==> src/rtl/supmon_pkg.sv <==
package supmon_pkg;
  localparam int REG_W       = 8;
  localparam int BIT_STAT_D  = 7;
  localparam int BIT_STAT_A  = 6;
  localparam int BIT_FLAG    = 5;
  localparam int BIT_TRIPD_H = 4;
  localparam int BIT_TRIPD_L = 3;
  localparam int BIT_TRIPA_H = 2;
  localparam int BIT_TRIPA_L = 1;
  localparam int BIT_EN      = 0;
  localparam int RAIL_A      = 0;
  localparam int RAIL_D      = 1;
  localparam int NUM_RAILS   = 2;

  typedef struct packed {
    logic [1:0] trip_d;
    logic [1:0] trip_a;
    logic       en;
  } supmon_ctl_t;

  localparam supmon_ctl_t CTL_RESET = '{trip_d: 2'b11, trip_a: 2'b11, en: 1'b0};
endpackage

==> src/rtl/supmon_filt.sv <==
module supmon_filt #(
  parameter int FILT_LEN = 4
) (
  input  logic clk,
  input  logic rst_n,
  input  logic raw_i,
  output logic level_o
);
  localparam int CW = (FILT_LEN < 2) ? 1 : $clog2(FILT_LEN);
  localparam logic [CW-1:0] LAST = CW'(FILT_LEN - 1);

  logic          sync_q1, sync_q2;
  logic          lvl_q, lvl_d;
  logic [CW-1:0] cnt_q, cnt_d;

  // two-flop synchronizer, resets to "rail good"
  always_ff @(posedge clk or negedge rst_n) begin
    if (!rst_n) begin
      sync_q1 <= 1'b1;
      sync_q2 <= 1'b1;
    end else begin
      sync_q1 <= raw_i;
      sync_q2 <= sync_q1;
    end
  end

  // agreement filter next state
  always_comb begin
    lvl_d = lvl_q;
    cnt_d = '0;
    if (sync_q2 != lvl_q) begin
      if (cnt_q == LAST) begin
        lvl_d = sync_q2;
        cnt_d = '0;
      end else begin
        cnt_d = cnt_q + 1'b1;
      end
    end
  end

  always_ff @(posedge clk or negedge rst_n) begin
    if (!rst_n) begin
      lvl_q <= 1'b1;
      cnt_q <= '0;
    end else begin
      lvl_q <= lvl_d;
      cnt_q <= cnt_d;
    end
  end

  assign level_o = lvl_q;
endmodule

==> src/rtl/supmon_holdoff.sv <==
module supmon_holdoff #(
  parameter int HOLD_CYCLES = 62_500_000
) (
  input  logic clk,
  input  logic rst_n,
  input  logic run_i,
  output logic done_o
);
  localparam int CW = (HOLD_CYCLES < 2) ? 1 : $clog2(HOLD_CYCLES);
  localparam logic [CW-1:0] LAST = CW'(HOLD_CYCLES - 1);

  logic [CW-1:0] cnt_q, cnt_d;
  logic          done;

  always_comb begin
    done  = run_i && (cnt_q == LAST);
    cnt_d = '0;
    if (run_i && !done) cnt_d = cnt_q + 1'b1;
  end

  always_ff @(posedge clk or negedge rst_n) begin
    if (!rst_n) cnt_q <= '0;
    else        cnt_q <= cnt_d;
  end

  assign done_o = done;
endmodule

==> src/rtl/supmon_ctrl.sv <==
module supmon_ctrl
  import supmon_pkg::*;
#(
  parameter int FILT_LEN    = 4,
  parameter int HOLD_CYCLES = 62_500_000
) (
  input  logic       clk,
  input  logic       rst_n,
  input  logic       rail_a_ok_i,
  input  logic       rail_d_ok_i,
  input  logic       reg_wr_i,
  input  logic [7:0] reg_wdata_i,
  output logic [7:0] reg_rdata_o,
  output logic       irq_o,
  output logic [1:0] trip_a_sel_o,
  output logic [1:0] trip_d_sel_o
);
  logic [NUM_RAILS-1:0] raw, good;
  logic                 both_good, set_ev, clr_ev, hold_done;
  logic                 flag_q, flag_d;
  supmon_ctl_t          ctl_q, ctl_d;
  logic                 unused_ro_wr;

  assign raw[RAIL_A] = rail_a_ok_i;
  assign raw[RAIL_D] = rail_d_ok_i;

  for (genvar g = 0; g < NUM_RAILS; g++) begin : g_rail
    supmon_filt #(.FILT_LEN(FILT_LEN)) i_filt (
      .clk     (clk),
      .rst_n   (rst_n),
      .raw_i   (raw[g]),
      .level_o (good[g])
    );
  end

  assign both_good = &good;

  supmon_holdoff #(.HOLD_CYCLES(HOLD_CYCLES)) i_hold (
    .clk    (clk),
    .rst_n  (rst_n),
    .run_i  (flag_q && both_good),
    .done_o (hold_done)
  );

  // control fields next state
  always_comb begin
    ctl_d = ctl_q;
    if (reg_wr_i) begin
      ctl_d.trip_d = reg_wdata_i[BIT_TRIPD_H:BIT_TRIPD_L];
      ctl_d.trip_a = reg_wdata_i[BIT_TRIPA_H:BIT_TRIPA_L];
      ctl_d.en     = reg_wdata_i[BIT_EN];
    end
  end

  // flag next state: setting wins over clearing
  always_comb begin
    set_ev = (ctl_q.en && !both_good) || (reg_wr_i && reg_wdata_i[BIT_FLAG]);
    clr_ev = hold_done || (reg_wr_i && !reg_wdata_i[BIT_FLAG] && both_good);
    flag_d = flag_q;
    if (set_ev)      flag_d = 1'b1;
    else if (clr_ev) flag_d = 1'b0;
  end

  always_ff @(posedge clk or negedge rst_n) begin
    if (!rst_n) begin
      ctl_q  <= CTL_RESET;
      flag_q <= 1'b0;
    end else begin
      ctl_q  <= ctl_d;
      flag_q <= flag_d;
    end
  end

  assign unused_ro_wr = ^reg_wdata_i[BIT_STAT_D:BIT_STAT_A];

  assign reg_rdata_o  = {good[RAIL_D], good[RAIL_A], flag_q, ctl_q.trip_d, ctl_q.trip_a, ctl_q.en};
  assign irq_o        = flag_q;
  assign trip_a_sel_o = ctl_q.trip_a;
  assign trip_d_sel_o = ctl_q.trip_d;
endmodule

==> config.mk <==
export PLATFORM = sky130hd
export DESIGN_NAME = supmon_ctrl
export DESIGN_NICKNAME = d
export VERILOG_FILES = /design/src/rtl/supmon_pkg.sv /design/src/rtl/supmon_filt.sv /design/src/rtl/supmon_holdoff.sv /design/src/rtl/supmon_ctrl.sv
export SDC_FILE = /design/constraint.sdc
export NUM_CORES = 1
export LEC_CHECK = 0
export ABC_AREA = 1
export BUFFER_PORTS_ARGS = -buffer_cell sky130_fd_sc_hd__buf_2
export CAP_MARGIN = 20
export CORE_MARGIN = 2
export CORE_UTILIZATION = 50
export CTS_BUF_LIST = sky130_fd_sc_hd__clkbuf_8
export DETAILED_ROUTE_END_ITERATION = 16
export HOLD_SLACK_MARGIN = 0.06
export PLACE_DENSITY = 0.69
export SLEW_MARGIN = 25
export SYNTH_ARGS = -nofsm -noshare
export SYNTH_HDL_FRONTEND = slang
export SYNTH_SLANG_ARGS = --single-unit
==> constraint.sdc <==
create_clock -name clk -period 2.74 [get_ports clk]
set_input_delay 0.274 -clock clk [delete_from_list [all_inputs] [get_ports clk]]
set_output_delay 0.274 -clock clk [all_outputs]
set_load 0.01 [all_outputs]
=== Word level (Yosys, flattened, before mapping) ===
Index checks and enable logic that the tools add are counted.

* Muxes and demuxes: 7
* Equality and inequality tests: 5
* Add/subtract/negate cells: 3
* Reductions and logical operators: 16

{| class="wikitable"
|+ Operators with widths
! cell !! number
|-
| $add A26 B1 Y26 const B || 1
|-
| $eq A26 B26 Y1 const B || 1
|-
| $mux W26 || 1
|-
| $mux W2 || 4
|-
| $logic_and A1 B1 Y1 || 7
|-
| $reduce_and A2 Y1 || 3
|-
| $add A2 B1 Y2 const B || 2
|-
| $eq A2 B2 Y1 const B || 2
|-
| $logic_not A1 Y1 || 3
|-
| $logic_or A1 B1 Y1 || 2
|-
| $mux W1 || 2
|-
| $ne A1 B1 Y1 || 2
|-
| $reduce_bool A2 Y1 || 1
|}

* Input bits: 13
* Output and inout port bits: 13
* Register bits after elaboration: 42

=== Depth between registers and ports, before layout ===
* Word-level depth: 6
* Mapped depth: 9
* Mapped depth without buffers: 8

=== Cells and area by module ===
From an unflattened synthesis, not the netlist that was laid out.

* Cell total of the unflattened synthesis: 306
* Area total of the unflattened synthesis: 2,257.2 sq um

{| class="wikitable"
|+ By module, submodules not included
! module !! cells each !! area each (sq um) !! seq. area each (sq um) !! times used
|-
| supmon_holdoff || 232 || 1,580.3 || 650.6 || 1
|-
| supmon_filt || 17 || 186.4 || 128.9 || 2
|-
| supmon_ctrl || 40 || 304.0 || 155.1 || 1
|}

=== Least setup slack after synthesis ===
OpenSTA, ideal clock, no wires.

* Path kind: reg-to-reg
* Start: reg i_hold.cnt_q[0]
* End: reg i_hold.cnt_q[15]
* Required time: 2.621 ns
* Path buffers: 1
* Slack: 1.327 ns
* Clock period less this slack: 1.413 ns
* Arrival time: 1.294 ns
* Cell stages (with the launch flop): 10
* Cells stage by stage: dfrtp_1 > ha_1 > nand2_2 > nor2_4 > nand2_1 > nor2_1 > nand2_1 > nand2_2 > buf_6 > nor2_1

* Cells in the longest elaborated chain, start to end: 5

{| class="wikitable"
|+ Ends and longest elaborated chain
! item !! RTL line !! text
|-
| start: declaration || supmon_holdoff.sv:12 || <nowiki>logic [CW-1:0] cnt_q, cnt_d;</nowiki>
|-
| start signal: assignment || supmon_holdoff.sv:23 || <nowiki>else cnt_q <= cnt_d;</nowiki>
|-
| parallel branches: the longest is 4 deep, another holds $add A26 B1 Y26 || -- ||
|-
| $mux W26 * || supmon_holdoff.sv:18 || <nowiki>if (run_i && !done) cnt_d = cnt_q + 1'b1;</nowiki>
|-
| named net i_hold.cnt_d[15] || supmon_holdoff.sv:12 ||
|}

Mark *: on every way through the listed nets, which the timed path passes.
A chain may end at the register's enable or synchronous reset.

=== Worst setup path in the final report ===
* Start: reg i_hold.cnt_q[0]
* End: reg i_hold.cnt_q[18]

The elaborated chain is that of the path after synthesis.

==> metrics.yaml <==
clock_network:
  cts_root_buf: "clkbuf_8"
  clk_latency_ns: 0.29
  cts.sinks: 42
  cts_hold_buf: 1
  path_clk_slew_ns: 0.08
  clock_path_buffers: 2
  htree_levels: 2
  cts.repair.resized: 0
  cts_setup_buffers: 0
  cts-buffers-inserted: 5
  cts_tree: "done"
synth:
  netlist_instances: 296
  synth_top_family_by_area: "simple AND/OR/NAND/NOR gates"
  synth_compound_area_share_pct: 1.57
  ys_ff_latch: 42
  synthMuxAreaShare_pct: 1.01
  ys_types: 22
  syn_area_sq_um: 2240
  yosysWarnings: 0
  yosys.area.top_type_share_pct: 35.8
  synth_simple_gate_area_share_pct: 33.5
  syn_nets: 312
  synthXorXnorAreaFrac_pct: 6.65
  synthAdderAreaFrac_pct: 1.68
  syn_area_per_cell_sq_um: 7.56
  synthTopCellsByArea: "dfrtp_1, nand2_1, nor2_1"
  yosysTopAreaCell: "dfrtp_1"
  yosysSeqAreaShare_pct: 47.5
sta:
  skew_ns: 0.00776
  fin_crit_sh_pct: 63.4
  period_needed_ns: 1.74
  hold_slack_ns: 0.168
  final_max_slew_viol_count: 0
  setup_viol: 0
  max_freq_mhz: 576
  final-hold-violation-count: 0
  tightest_slew_ns: 0.524
  slew_headroom_pct: 65.1
  timing.setup.tns_ns: 0
  rsz0062_at_grt: "no"
final_layout:
  fin_nets: 335
  area_delta_synth_final_pct: 10.2
  diodes: 0
  final_layout_size_suffix_gt1_share_pct: 15.3
  layout_common_cells: "nand2_1, nor2_1, dfrtp_1"
  n_fill_cell: 430
  layout_commonest_cell: "nand2_1"
place:
  gp_congestion: 0.847
  numPortBuffers: 23
  dpl.hpwl_microns: 3030
floorplan:
  design.portCount: 26
  start_util_pct: 51.8
  rows: 24
  core_area_sq_um: 4320
  die_y_microns: 70.9
  die_area_sq_um: 5030
  die_w_microns: 70.9
routing:
  routed_wl_microns: 4080
  drt-pass1-iter-count: 4
  wl_per_cell_microns: 11.0
  via_count: 1740
  route.detailed.drc: 0
  avgViaCountPerCell: 4.68
  drt_iter0_drc: 69
  detail-route-antenna-nets: 0
worst_setup_path:
  arrival_ns: 1.90
  crit_path_max_fanout: 26
  r2r_end: "i_hold.cnt_q[18]"
  start_kind: "register"
  path_class: "reg -> reg"
  critPathMaxStageDelay_ns: 0.40
  r2r_start: "i_hold.cnt_q[0]"
  r2r_cells: 8
  cp_cell_sequence: "ha_1 -> nand2_2 -> nor2_4 -> nand2_1 -> nor2_1 -> nand2_1 -> nand2_2 -> nor2_1"
  cp_slowest_cell: "dfrtp_1"
  worstSetupEndpointType: "register"
  reg2reg_slack_ns: 1.00
  critPathRequiredTime_ns: 2.90
power_and_ir_drop:
  ir_drop_v: 0.000425
  p_sw_share_pct: 29.0
  pwr-share-clk_pct: 29.3
  powerDensity_nw_per_um2: 570
  p_leak_uw: 0.00101
  p_int_uw: 998
  switchingPower_uw: 408
  seqPwrFrac_pct: 52.8
  combPwrFrac_pct: 17.8
hold_path:
  worstHoldStart: "reg_wdata_i[4]"
  holdPathStages: 3
  worst_hold_path_type: "in -> reg"
  hold_end: "trip_d_sel_o[1]"
grt:
  gr-total-overflow: 0
  antenna_found_initial: 0
  grt_pass1_vias: 1664
  grt_pass1_wl_microns: 7450
  grt_usage_pct: 18.9
  grt_max_degree: 43
flow_run:
  cap_violations: 0
run_status:
  status: "finished, final reports clean"
==> routing by layer <==
| metal | part of all wire [%] | up-vias | global-route usage, % |
|---|---|---|---|
| li1 | - | 931 | - |
| met1 | 51 | 785 | 26.4 |
| met2 | 44 | 16 | 29.0 |
| met3 | 3.1 | 8 | 4.70 |
| met4 | 1.8 | 0 | 6.71 |
| met5 | 0 | - | 0 |
==> Yosys cell counts <==
library cell  number
xnor2_1            7
o21bai_1           1
nor2_1            73
a21oi_1            1
nor3_1             2
nand2_2            2
buf_4              7
buf_6              2
dfrtp_1           32
ha_1               3
xor2_1            10
nand2_1           94
nor2_2             3
clkbuf_1           1
nand3_1           13
a22oi_1            1
o21ai_0            3
mux2_2             2
dfstp_2           10
and2_1             1
inv_1             27
nor2_4             1
==> sequential cells by signal, summed over array words and instances, names as in the netlist <==
name and flops:
g_rail.i_filt.sync_q2 2, g_rail.i_filt.level_o 2, irq_o 1, i_hold.cnt_q 26, trip_d_sel_o 2, g_rail.i_filt.sync_q1 2, reg_rdata_o 1, g_rail.i_filt.cnt_q 4
trip_a_sel_o 2
==> worst max-delay path by stage <==
stage,startpoint,endpoint,slack (ns),cells past startpoint
floorplan,i_hold.cnt_q[0],i_hold.cnt_q[15],1.33,9
global placement,i_hold.cnt_q[0],i_hold.cnt_q[23],1.0,8
CTS,i_hold.cnt_q[0],i_hold.cnt_q[18],0.97,8
finish,i_hold.cnt_q[0],i_hold.cnt_q[18],1.00,8
detailed placement,i_hold.cnt_q[0],i_hold.cnt_q[19],0.98,8
global route,i_hold.cnt_q[0],i_hold.cnt_q[21],0.75,8
==> worst max-delay path, delay by kind of cell, from the launching register on <==
family / cells / cell delay (ns)
simple gates: 7 / 0.99
flops: 1 / 0.40
fa+ha+maj: 1 / 0.22
==> kinds of logic (layout without fill, tap and decap cells) <==
kind of cell,Yosys count,after routing
multiplexers,2,2
adder cells (fa/ha/maj),3,3
XOR/XNOR,17,17
AND/OR/NAND/NOR,189,189
flip-flops,42,42
buffers and inverters,37,61
AO/OA/AOI/OAI,6,6
==> area by class of cell <==
class	instances	area (sq um)	area share, %
Inverter	27	101	4.11
Timing Repair Buffer	26	148	5.98
Tap cell	52	65.1	2.64
Clock inverter	2	12.5	0.507
Multi-Input combinational cell	217	995	40.3
Sequential cell	42	1060	43.1
Clock buffer	6	82.6	3.35
==> stage by stage <==
| step | utilization (%) | instance area (sq um) | worst slack, ns | instances | power [uW] |
|---|---|---|---|---|---|
| floorplan | - | 2240 | 1.33 | 296 | 974 |
| detailed placement | 54.1 | 2340 | 0.979 | 361 | 1010 |
| global placement | 54.1 | 2340 | 0.996 | 361 | 1000 |
| CTS | 56.5 | 2440 | 0.966 | 370 | 1430 |
| global route | 57.1 | 2470 | 0.746 | 372 | 1500 |
| finish | 57.1 | 2470 | 1.00 | 372 | 1410 |
==> power by group through the flow <==
stage / Clock [uW] / Sequential (uW) / Combinational (uW)
after floorplan: 0 / 754 / 220
after global placement: 0 / 755 / 249
after detailed placement: 0 / 756 / 253
after CTS: 426 / 744 / 255
after global routing: 459 / 754 / 291
final: 412 / 743 / 251
No activity file was read; power rests on OpenSTA's default activity.
